`src/rtl/intStatusPkg.sv`:
```
package intStatusPkg;
  localparam int NUM_SEC   = 4;
  localparam int SEL_IDX_W = $clog2(NUM_SEC);
  localparam int ADR_PRI   = 0;
  localparam int ADR_SEC0  = 1;
  localparam int ADR_RAC   = ADR_SEC0 + NUM_SEC;
  localparam int ADR_SHD0  = ADR_RAC + 1;
  localparam int ADR_MASK  = ADR_SHD0 + NUM_SEC;

  typedef enum logic [2:0] {
    SEL_NONE, SEL_PRI, SEL_SEC, SEL_RAC, SEL_SHD, SEL_MASK
  } selKind_t;

  typedef struct packed {
    logic                 wrPri;
    logic [NUM_SEC-1:0]   wrSec;
    logic                 wrMask;
    logic                 rac;
    selKind_t             rdKind;
    logic [SEL_IDX_W-1:0] rdIdx;
  } strobes_t;
endpackage

```
`src/rtl/intStatusCtrl.sv`:
```
module intStatusCtrl
  import intStatusPkg::*;
#(
  parameter int ADDR_W = 4
) (
  input  logic [ADDR_W-1:0] busAddr,
  input  logic              busWrEn,
  input  logic              busRdEn,
  output strobes_t          strobes
);
  always_comb begin
    strobes = '0;
    strobes.rdKind = SEL_NONE;
    if (busWrEn) begin
      if (busAddr == ADDR_W'(ADR_PRI)) strobes.wrPri = 1'b1;
      if (busAddr == ADDR_W'(ADR_MASK)) strobes.wrMask = 1'b1;
      for (int i = 0; i < NUM_SEC; i++)
        if (busAddr == ADDR_W'(ADR_SEC0 + i)) strobes.wrSec[i] = 1'b1;
    end
    if (busRdEn) begin
      if (busAddr == ADDR_W'(ADR_PRI)) strobes.rdKind = SEL_PRI;
      if (busAddr == ADDR_W'(ADR_MASK)) strobes.rdKind = SEL_MASK;
      if (busAddr == ADDR_W'(ADR_RAC)) begin
        strobes.rdKind = SEL_RAC;
        strobes.rac    = 1'b1;
      end
      for (int i = 0; i < NUM_SEC; i++) begin
        if (busAddr == ADDR_W'(ADR_SEC0 + i)) begin
          strobes.rdKind = SEL_SEC;
          strobes.rdIdx  = SEL_IDX_W'(i);
        end
        if (busAddr == ADDR_W'(ADR_SHD0 + i)) begin
          strobes.rdKind = SEL_SHD;
          strobes.rdIdx  = SEL_IDX_W'(i);
        end
      end
    end
  end
endmodule

```
`src/rtl/intStatusDatapath.sv`:
```
module intStatusDatapath
  import intStatusPkg::*;
#(
  parameter int PRI_W  = 12,
  parameter int SEC_W  = 8,
  parameter int DATA_W = 32
) (
  input  logic                           clk,
  input  logic                           rstN,
  input  strobes_t                       strobes,
  input  logic [DATA_W-1:0]              wrData,
  input  logic [PRI_W-NUM_SEC-1:0]       priEvent,
  input  logic [NUM_SEC*SEC_W-1:0]       secEvent,
  output logic [DATA_W-1:0]              rdData,
  output logic                           irqOut,
  output logic [PRI_W-1:0]               priView,
  output logic [NUM_SEC*SEC_W-1:0]       secLiveFlat,
  output logic [NUM_SEC*SEC_W-1:0]       secShadowFlat,
  output logic [PRI_W-1:0]               maskReg
);
  localparam int DIR_W = PRI_W - NUM_SEC;

  logic [DIR_W-1:0] priDir, priDirNext;
  logic [NUM_SEC-1:0] summary;
  logic [NUM_SEC-1:0][SEC_W-1:0] secLive, secShadow;

  for (genvar g = 0; g < NUM_SEC; g++) begin : gSec
    logic [SEC_W-1:0] secNext;
    always_comb begin
      secNext = secLive[g];
      if (strobes.rac) secNext = '0;
      else if (strobes.wrSec[g]) secNext = secLive[g] & ~wrData[SEC_W-1:0];
      secNext = secNext | secEvent[g*SEC_W +: SEC_W];
    end
    always_ff @(posedge clk or negedge rstN) begin
      if (!rstN) begin
        secLive[g]   <= '0;
        secShadow[g] <= '0;
      end else begin
        secLive[g] <= secNext;
        if (strobes.rac) secShadow[g] <= secLive[g];
      end
    end
    assign summary[g] = |secLive[g];
    assign secLiveFlat[g*SEC_W +: SEC_W]   = secLive[g];
    assign secShadowFlat[g*SEC_W +: SEC_W] = secShadow[g];
  end

  always_comb begin
    priDirNext = priDir;
    if (strobes.rac) priDirNext = '0;
    else if (strobes.wrPri) priDirNext = priDir & ~wrData[PRI_W-1:NUM_SEC];
    priDirNext = priDirNext | priEvent;
  end

  assign priView = {priDir, summary};

  always_ff @(posedge clk or negedge rstN) begin
    if (!rstN) begin
      priDir  <= '0;
      maskReg <= '0;
      irqOut  <= 1'b0;
    end else begin
      priDir <= priDirNext;
      if (strobes.wrMask) maskReg <= wrData[PRI_W-1:0];
      irqOut <= |(priView & maskReg);
    end
  end

  always_comb begin
    case (strobes.rdKind)
      SEL_PRI, SEL_RAC: rdData = DATA_W'(priView);
      SEL_SEC:          rdData = DATA_W'(secLive[strobes.rdIdx]);
      SEL_SHD:          rdData = DATA_W'(secShadow[strobes.rdIdx]);
      SEL_MASK:         rdData = DATA_W'(maskReg);
      default:          rdData = '0;
    endcase
  end
endmodule

```
`src/rtl/intStatusBank.sv`:
```
module intStatusBank
  import intStatusPkg::*;
#(
  parameter int ADDR_W = 4,
  parameter int PRI_W  = 12,
  parameter int SEC_W  = 8,
  parameter int DATA_W = 32
) (
  input  logic                     clk,
  input  logic                     rstN,
  input  logic [ADDR_W-1:0]        busAddr,
  input  logic                     busWrEn,
  input  logic [DATA_W-1:0]        busWrData,
  input  logic                     busRdEn,
  output logic [DATA_W-1:0]        busRdData,
  input  logic [PRI_W-5:0]         priEvent,
  input  logic [4*SEC_W-1:0]       secEvent,
  output logic                     irqOut
);
  strobes_t strobes;
  logic [PRI_W-1:0] priView, maskReg;
  logic [NUM_SEC*SEC_W-1:0] secLiveFlat, secShadowFlat;

  intStatusCtrl #(.ADDR_W(ADDR_W)) i_ctrl (
    .busAddr(busAddr), .busWrEn(busWrEn), .busRdEn(busRdEn), .strobes(strobes)
  );

  intStatusDatapath #(.PRI_W(PRI_W), .SEC_W(SEC_W), .DATA_W(DATA_W)) i_dp (
    .clk(clk), .rstN(rstN), .strobes(strobes), .wrData(busWrData),
    .priEvent(priEvent), .secEvent(secEvent), .rdData(busRdData),
    .irqOut(irqOut), .priView(priView), .secLiveFlat(secLiveFlat),
    .secShadowFlat(secShadowFlat), .maskReg(maskReg)
  );
endmodule

```
`config.mk`:
```
export PLATFORM = sky130hd
export DESIGN_NAME = intStatusBank
export DESIGN_NICKNAME = d
export VERILOG_FILES = /design/src/rtl/intStatusPkg.sv /design/src/rtl/intStatusCtrl.sv /design/src/rtl/intStatusDatapath.sv /design/src/rtl/intStatusBank.sv
export SDC_FILE = /design/constraint.sdc
export NUM_CORES = 1
export LEC_CHECK = 0
export ABC_AREA = 1
export CORE_ASPECT_RATIO = 0.9
export CORE_MARGIN = 5
export CORE_UTILIZATION = 40
export CTS_BUF_LIST = sky130_fd_sc_hd__clkbuf_4 sky130_fd_sc_hd__clkbuf_8 sky130_fd_sc_hd__clkbuf_16
export CTS_CLUSTER_SIZE = 30
export DETAILED_ROUTE_END_ITERATION = 6
export DONT_BUFFER_PORTS = 1
export PLACE_DENSITY_LB_ADDON = 0.3
export RECOVER_POWER = 50
export SLEW_MARGIN = 15
export SYNTH_ARGS = -nofsm -noshare
export SYNTH_HDL_FRONTEND = slang
export SYNTH_HIERARCHICAL = 1
export SYNTH_SLANG_ARGS = --single-unit
```
`constraint.sdc`:
```
create_clock -name clk -period 2.3 [get_ports clk]
set_clock_uncertainty 0.05 [all_clocks]
set_input_delay 0.345 -clock clk [delete_from_list [all_inputs] [get_ports clk]]
set_output_delay 0.345 -clock clk [all_outputs]
set_load 0.03 [all_outputs]
```
==> results of run 1 <==
[area by class of cell]
class,instances,area (µm²),area share [%]
flip-flops and latches,85,2127,38.51
clock inverters,4,50.05,0.9062
multi-input cells,441,2163,39.17
repair inverters,1,6.256,0.1133
repair buffers,47,540.5,9.787
inverters,51,201.4,3.647
well taps,156,195.2,3.534
clock buffers,10,239.0,4.327
[metal layers]
metal	vias up	GRT usage [%]	part of all wire (%)
met1	2011	27.03	45
met2	157	28.62	45
met4	0	6.273	2.1
met5	-	0	0
li1	1965	-	-
met3	24	4.165	7.8
[how the worst min path moves through the flow]
stage                     start        endpoint  cells after the start
after floorplan            rstN     i_dp/irqOut                      0
after global placement     rstN  i_dp/priDir[5]                      0
after detailed placement   rstN  i_dp/priDir[5]                      0
after CTS                  rstN  i_dp/priDir[5]                      0
after global routing       rstN  i_dp/priDir[4]                      0
final                      rstN  i_dp/priDir[5]                      0
[flip-flops by register name, indices dropped and copies added, names as in the netlist]
register and cells:
i_dp/irqOut 1, i_dp/secLiveFlat 32, i_dp/priDir 8, i_dp/secShadowFlat 32, i_dp/maskReg 12
[stage by stage]
step	hold slack [ns]	setup TNS (ns)	util (%)	cells	worst slack, ns
after detailed placement	0.0009138	-0.1572	43.43	768	-0.05376
after global placement	0.001145	0	43.43	768	0.001069
after floorplan	-0.0005911	-0.05874	-	626	-0.01468
after global routing	-0.3592	-0.1824	48.49	795	-0.04700
after CTS	-0.3582	0	46.02	782	0.03799
final	-0.3505	0	48.49	795	0.01893
[timing repair]
action,4_1_cts,5_1_grt
pin swaps,0,19
endpoints found under the setup margin,6,11
hold endpoints to repair,85,85
gates cloned,0,4
resized for setup,2,55
setup buffers,0,10
[power groups by stage]
stage	Combinational (W)	Clock (W)	Sequential, W
after CTS	0.000651	0.00145	0.00179
after floorplan	0.000497	0	0.00179
after global placement	0.000629	0	0.00181
final	0.000716	0.00143	0.00180
after detailed placement	0.000646	0	0.00182
after global routing	0.000801	0.00150	0.00182
==> impl_results.md, run 1 <==
- Status: finished with violations
- Failing checks: negative hold slack
- TritonCTS clock tree: done
- CP Depth: 15
- Die width: 123.3 µm
- Max_slew headroom: roughly a third
- CTS clock-pin slew for the worst setup and hold paths: 0.06 ns
- Worst-case reg-to-reg path depth: 5
- WS Path Type: in2out
- Worst hold slack: -0.3505 ns
- Worst vdd ir: 0.0004285 V
- Initial drt markers: 273
- Clock power frac: 36.3%
- Finish-stage setup viols: 0
- Commonest non-fill, non-tap cells in the layout: 199 x nand2_1, 85 x dfrtp_1, 67 x nor2_1
- Root Driver: clkbuf_16
- Drt first pass iters: 4
- Hold Fails Final Rpt: 85
- Slew Limit Fails: 0
- Req. time, crit path: 1.90 ns
- Layout fillers: 1,112
- RR Startpoint: i_dp/secLiveFlat[24]
- R2R Setup Slk: around 0.96 ns
- Via Count: 4,157
- Site Rows: 37
- Critical Path Slowest Stage Cell: nor2_4
- Cell area power density: approximately 700 nW/µm²
- Combinational power share: roughly 18%
- Ant. Diodes: 0
- Overall Power: 0.003943 W
- Largest net degree at the start of global routing: 86
- Gr usage total: about a fifth
- Port Buffer Count: 0
- Synthesized instance count: 607
- Tmin final: 2.281 ns
- Internal: 0.002848 W
- Design area: 5523 µm²
- Placer's final routability congestion estimate: around 0.85
- Final antenna-violating net count: 0
- Switching power: 0.001095 W
- # nets final: 716
- Worst Hold Class: in2async
- GR Overflow Total: 0
- Final WL: 13.46 mm
- CTS H-tree lvls: 3
- Worst path buffer plus inverter count: 5
- MaxCap Viol Count: 0
- Dpl hpwl: between 9 and 10 mm
- Arrival time at the worst endpoint: 1.89 ns
- DRC: 0
- Post-Syn Area: 4623 µm²
- Leak: ~2.4 nW
- Part of the power in registers: 45.6%
- Die Area: about 14,000 µm²
- RSZ-0062 raised after global routing: yes
- Worst path cell trace: inv_2 -> nor2_4 -> nand2_2 -> buf_4 -> nand3_2 -> nor2_2 -> nor2_4 -> clkinv_4 -> buf_6 -> nor2_1 -> o21ai_1 -> nand2_1 -> nand2_1 -> nand3_2 -> buf_12
- Routed wire per std cell: 16.93 µm
- CP peak stage delay: approximately 0.22 ns
- Max Fclk: about 440 MHz
- Vias per inst: between 5 and 6
- Layout cells sized above 1: 21.60%
- Critical Path End Type: output pin
- Clock Path Buffers: 2
- Core ar.: roughly 11,000 µm²
- YS warnings: 6
- Post-DP Area: 4946 µm²
- Initial core utilization: 40.60%
- Clk Latency, worst-skew pair: 0.34 ns
- Fin crit share: 99.18%
- TritonCTS Buffers: 9
- Crit-path max FO: 7
- Worst setup startpoint: busAddr[2]
- Top delay family on crit path: simple AND/OR/NAND/NOR gates
- Vias in the first global route: 3,890
- Area delta synth->final: 19.46%
- Critical Path Source Type: input pin
- Synthesized area per cell: 7.616 µm²
- Most common cell after layout, fill and taps aside: nand2_1
- Sw Ratio: between 20 and 30%
- Top-Level Pins: 113
- Initial antenna violation count: 0
- Die H: 112.0 µm
- Worst slew pin tran: ~1 ns
- Worst setup path end: busRdData[1]
- Clk sinks: between 80 and 90
- First-pass GRT wire length: between 20 and 25 mm
- R2r endpoint: i_dp/irqOut
(Power assumes the default switching activity.)
==> run 2: changes to the inputs <==
--- a/config.mk
+++ b/config.mk
@@ -5,10 +5,9 @@
 export SDC_FILE = /design/constraint.sdc
 export NUM_CORES = 1
 export LEC_CHECK = 0
-export ABC_AREA = 1
 export CORE_ASPECT_RATIO = 0.9
 export CORE_MARGIN = 5
-export CORE_UTILIZATION = 40
+export CORE_UTILIZATION = 45
 export CTS_BUF_LIST = sky130_fd_sc_hd__clkbuf_4 sky130_fd_sc_hd__clkbuf_8 sky130_fd_sc_hd__clkbuf_16
 export CTS_CLUSTER_SIZE = 30
 export DETAILED_ROUTE_END_ITERATION = 6
==> run 2 against run 1 <==
Effect of this change:
- the flow finishes with violations (negative hold slack, negative setup slack)
- global-route usage grew 0.40 points
- critical path depth shrank 7
- worst setup slack lost 0.25 ns
- clock power shrank 37%
- synthesized cell count shrank 41%
- wire length shrank 16%
- power shrank 15%
- die area shrank 14%
- cell count shrank 36%
- largest cell class unchanged
==> impl_results.md, run 2 <==
- Status: finished with violations
- Failing checks: negative hold slack, negative setup slack
- Req. time, crit path: 1.90 ns (about the same)
- Post-synth top area share: 48.08%
- Final antenna-violating net count: 0 (unchanged)
- FFs w/ async S/R, synth: 100.0%
- DRC: 0 (unchanged)
- Inst Count DP: 493 (-36%)
- Worst setup path end: busRdData[6]
- Initial antenna violation count: 0 (unchanged)
- Synthesized instance count: 360 (-41%)
- Post-Syn Area: 4424 µm² (-4.3%)
- DP Worst Slack: -0.2768 ns (-0.2230 ns)
- Met1 usage: 26.42% (-0.61 points)
- Initial drt markers: 251 (-8.1%)
- R2R Setup Slk: 0.50 ns (-0.46 ns)
- Most frequent cells after synthesis: 85 x dfrtp_1, 47 x nand2_1, 44 x mux2_2
- TritonCTS clock tree: done
- Grt met3 use: 5.701% (+1.5 points)
- Critical Path Source Type: input pin
- Tmin final: 2.527 ns (+0.2459 ns)
- Worst hold slack: -0.3733 ns (-0.02277 ns)
- Seq/Total Area, Yosys: 48.08%
- MaxCap Viol Count: 0 (unchanged)
- Slew Limit Fails: 0 (unchanged)
- Drt first pass iters: 4 (unchanged)
- Leak: 1.726 nW (-27%)
- Cell area power density: 669.8 nW/µm² (-6.2%)
- Vias per inst: 6.102 (+17%)
- Worst vdd ir: 0.0004406 V (+2.8%)
- Met2 GRT Util: 30.38% (+1.8 points)
- Die H: 104.1 µm (-7.1%)
- Via Count: 3,112 (-25%)
- Post-layout util: 51.78% (+3.3 points)
- # nets final: 462 (-35%)
- Fin crit share: 109.9% (+11 points)
- Top-Level Pins: 113 (unchanged)
- Arrival time at the worst endpoint: 2.13 ns (+0.24 ns)
- Area delta synth->final: 13.01%
- EDFF count, synth: 0
- Setup TNS: -1.426 ns (-1.426 ns)
- Finish-stage setup viols: 8 (+8)
- Layout fillers: 846 (-24%)
- Core ar.: 9657 µm² (-15%)
- Clock Path Buffers: 2 (unchanged)
- Die Area: 11,920 µm² (-14%)
- Leading area contributor after synthesis: dfrtp_1
- Register area: 2127 µm² (unchanged)
- Commonest non-fill, non-tap cells in the layout: 85 x dfrtp_1, 46 x nand2_1, 44 x mux2_2
- Vias in the first global route: 3,199 (-18%)
- Site Rows: 34 (-8.1%)
- Overall Power: 0.003349 W (-15%)
- YS warnings: 6 (unchanged)
- Ys flop type: dfrtp_1
- Fin cells: 510 (-36%)
- Worst setup margin: -0.2269 ns (-0.2459 ns)
- Layout cells sized above 1: 46.09% (+24 points)
- Placer's final routability congestion estimate: 0.8125 (-4.1%)
- Clk sinks: 85 (unchanged)
- Routed wire per std cell: 22.09 µm (+30%)
- CTS clock-pin slew for the worst setup and hold paths: 0.08 ns (+0.02 ns)
- RSZ-0062 raised after global routing: yes
- Critical Path End Type: output pin
- TritonCTS Buffers: 9 (unchanged)
- Clk Latency, worst-skew pair: 0.35 ns (about the same)
- Largest net degree at the start of global routing: 86 (unchanged)
- Most frequent cell after synthesis: dfrtp_1
- Synthesized area per cell: 12.29 µm² (+61%)
- Top post-synthesis cells by area: dfrtp_1 48%, mux2_2 11%, a31o_2 7.9%, mux4_1 7.1%, nand2_1 4.0%
- Port Buffer Count: 0 (unchanged)
- Crit-path max FO: 10 (+3)
- Worst setup startpoint: busAddr[3]
- R2r endpoint: i_dp/irqOut
- Most common cell after layout, fill and taps aside: dfrtp_1
- WS Path Type: in2out
- GR peak layer: met2
- Worst-case reg-to-reg path depth: 4 (-1)
- Dpl hpwl: 7.955 mm (-13%)
- Area occupied by multi-input gates: 2155 µm² (-0.40%)
- Max Fclk: 395.7 MHz (-9.7%)
- Worst Hold Class: in2async
- Max_slew headroom: 55.05% (+22 points)
- Die width: 114.5 µm (-7.1%)
- Hold Fails Final Rpt: 85 (unchanged)
- Root Driver: clkbuf_8
- #FFs+latches synth: between 80 and 90
- Final WL: 11.27 mm (-16%)
- Ant. Diodes: 0 (unchanged)
- First-pass GRT wire length: 17.89 mm (-13%)
- Gr usage total: 19.38% (+0.40 points)
- GR Overflow Total: 0 (unchanged)
- RR Startpoint: i_dp/secLiveFlat[29]
- CTS H-tree lvls: 3 (unchanged)
- Number of unique standard cell types used by synthesis: 35
- Worst slew pin tran: 0.6572 ns (-0.3488 ns)
- Initial core utilization: 45.81% (+5.2 points)
run 2: power breakdown:
part	switching (W)	internal (W)
clock network	0.000492	0.000414
logic	0.000280	0.000345
registers	0.000132	0.00169
total	0.000904	0.00244
run 2: cells by family (layout without fill, tap and decap cells):
logic type	after synthesis	in the layout	share of synthesized area (%)
simple gates	82	82	8.937
mux	60	60	20.36
compound gates	80	80	15.10
flops	85	85	48.08
other cells	1	20	0.08476
buf+inv	51	56	7.240
xor+xnor	1	1	0.1980
run 2: timing repair:
| action | 4_1_cts | 5_1_grt |
|---|---|---|
| buffers inserted | 3 | 1 |
| endpoints found under the setup margin | 12 | 12 |
| cloned | 1 | 0 |
| endpoints found under the hold margin | 85 | 85 |
| gates resized for setup | 19 | 6 |
| pin swaps | 9 | 7 |
run 2: worst min path at each step:
stage | depth (start not counted) | startpoint | endpoint | slack (ns)
final | 0 | rstN | i_dp/maskReg[10] | -0.37
after global routing | 0 | rstN | i_dp/priDir[1] | -0.40
after CTS | 0 | rstN | i_dp/priDir[6] | -0.39
after detailed placement | 0 | rstN | i_dp/priDir[6] | 0.002
after global placement | 0 | rstN | i_dp/priDir[6] | 0.002
after floorplan | 0 | rstN | i_dp/irqOut | -0.0006
run 2: critical path, cell delays in order:
cell and delay [ns]:
nand2b_4 0.14, nor3_4 0.14, o31a_1 0.23, buf_12 0.16
mux4_1 0.61, a221oi_4 0.29, a21oi_2 0.07, buf_6 0.14
run 2: metal layers:
layer | wire, µm | part of all wire [%] | vias up
met1 | 4835 | 43 | 1627
met3 | 863 | 7.7 | 13
met2 | 5403 | 48 | 114
met4 | 163 | 1.4 | 0
met5 | 0 | 0 | -
li1 | - | - | 1358
run 2: cell type report:
class / instances / share of cell area [%]
tap: 126 / 3.153
sequential: 85 / 42.54
clock buffer: 11 / 2.903
timing repair buffer: 40 / 7.833
multi-input combinational: 243 / 43.09
clock inverter: 2 / 0.2503
inverter: 3 / 0.2252
run 2: through the flow:
stage               area, µm²  hold slack, ns
global placement         4763        0.001695
CTS                      5005         -0.3929
floorplan                4614      -0.0005911
global route             5000         -0.4048
finish                   5000         -0.3733
detailed placement       4763        0.001756
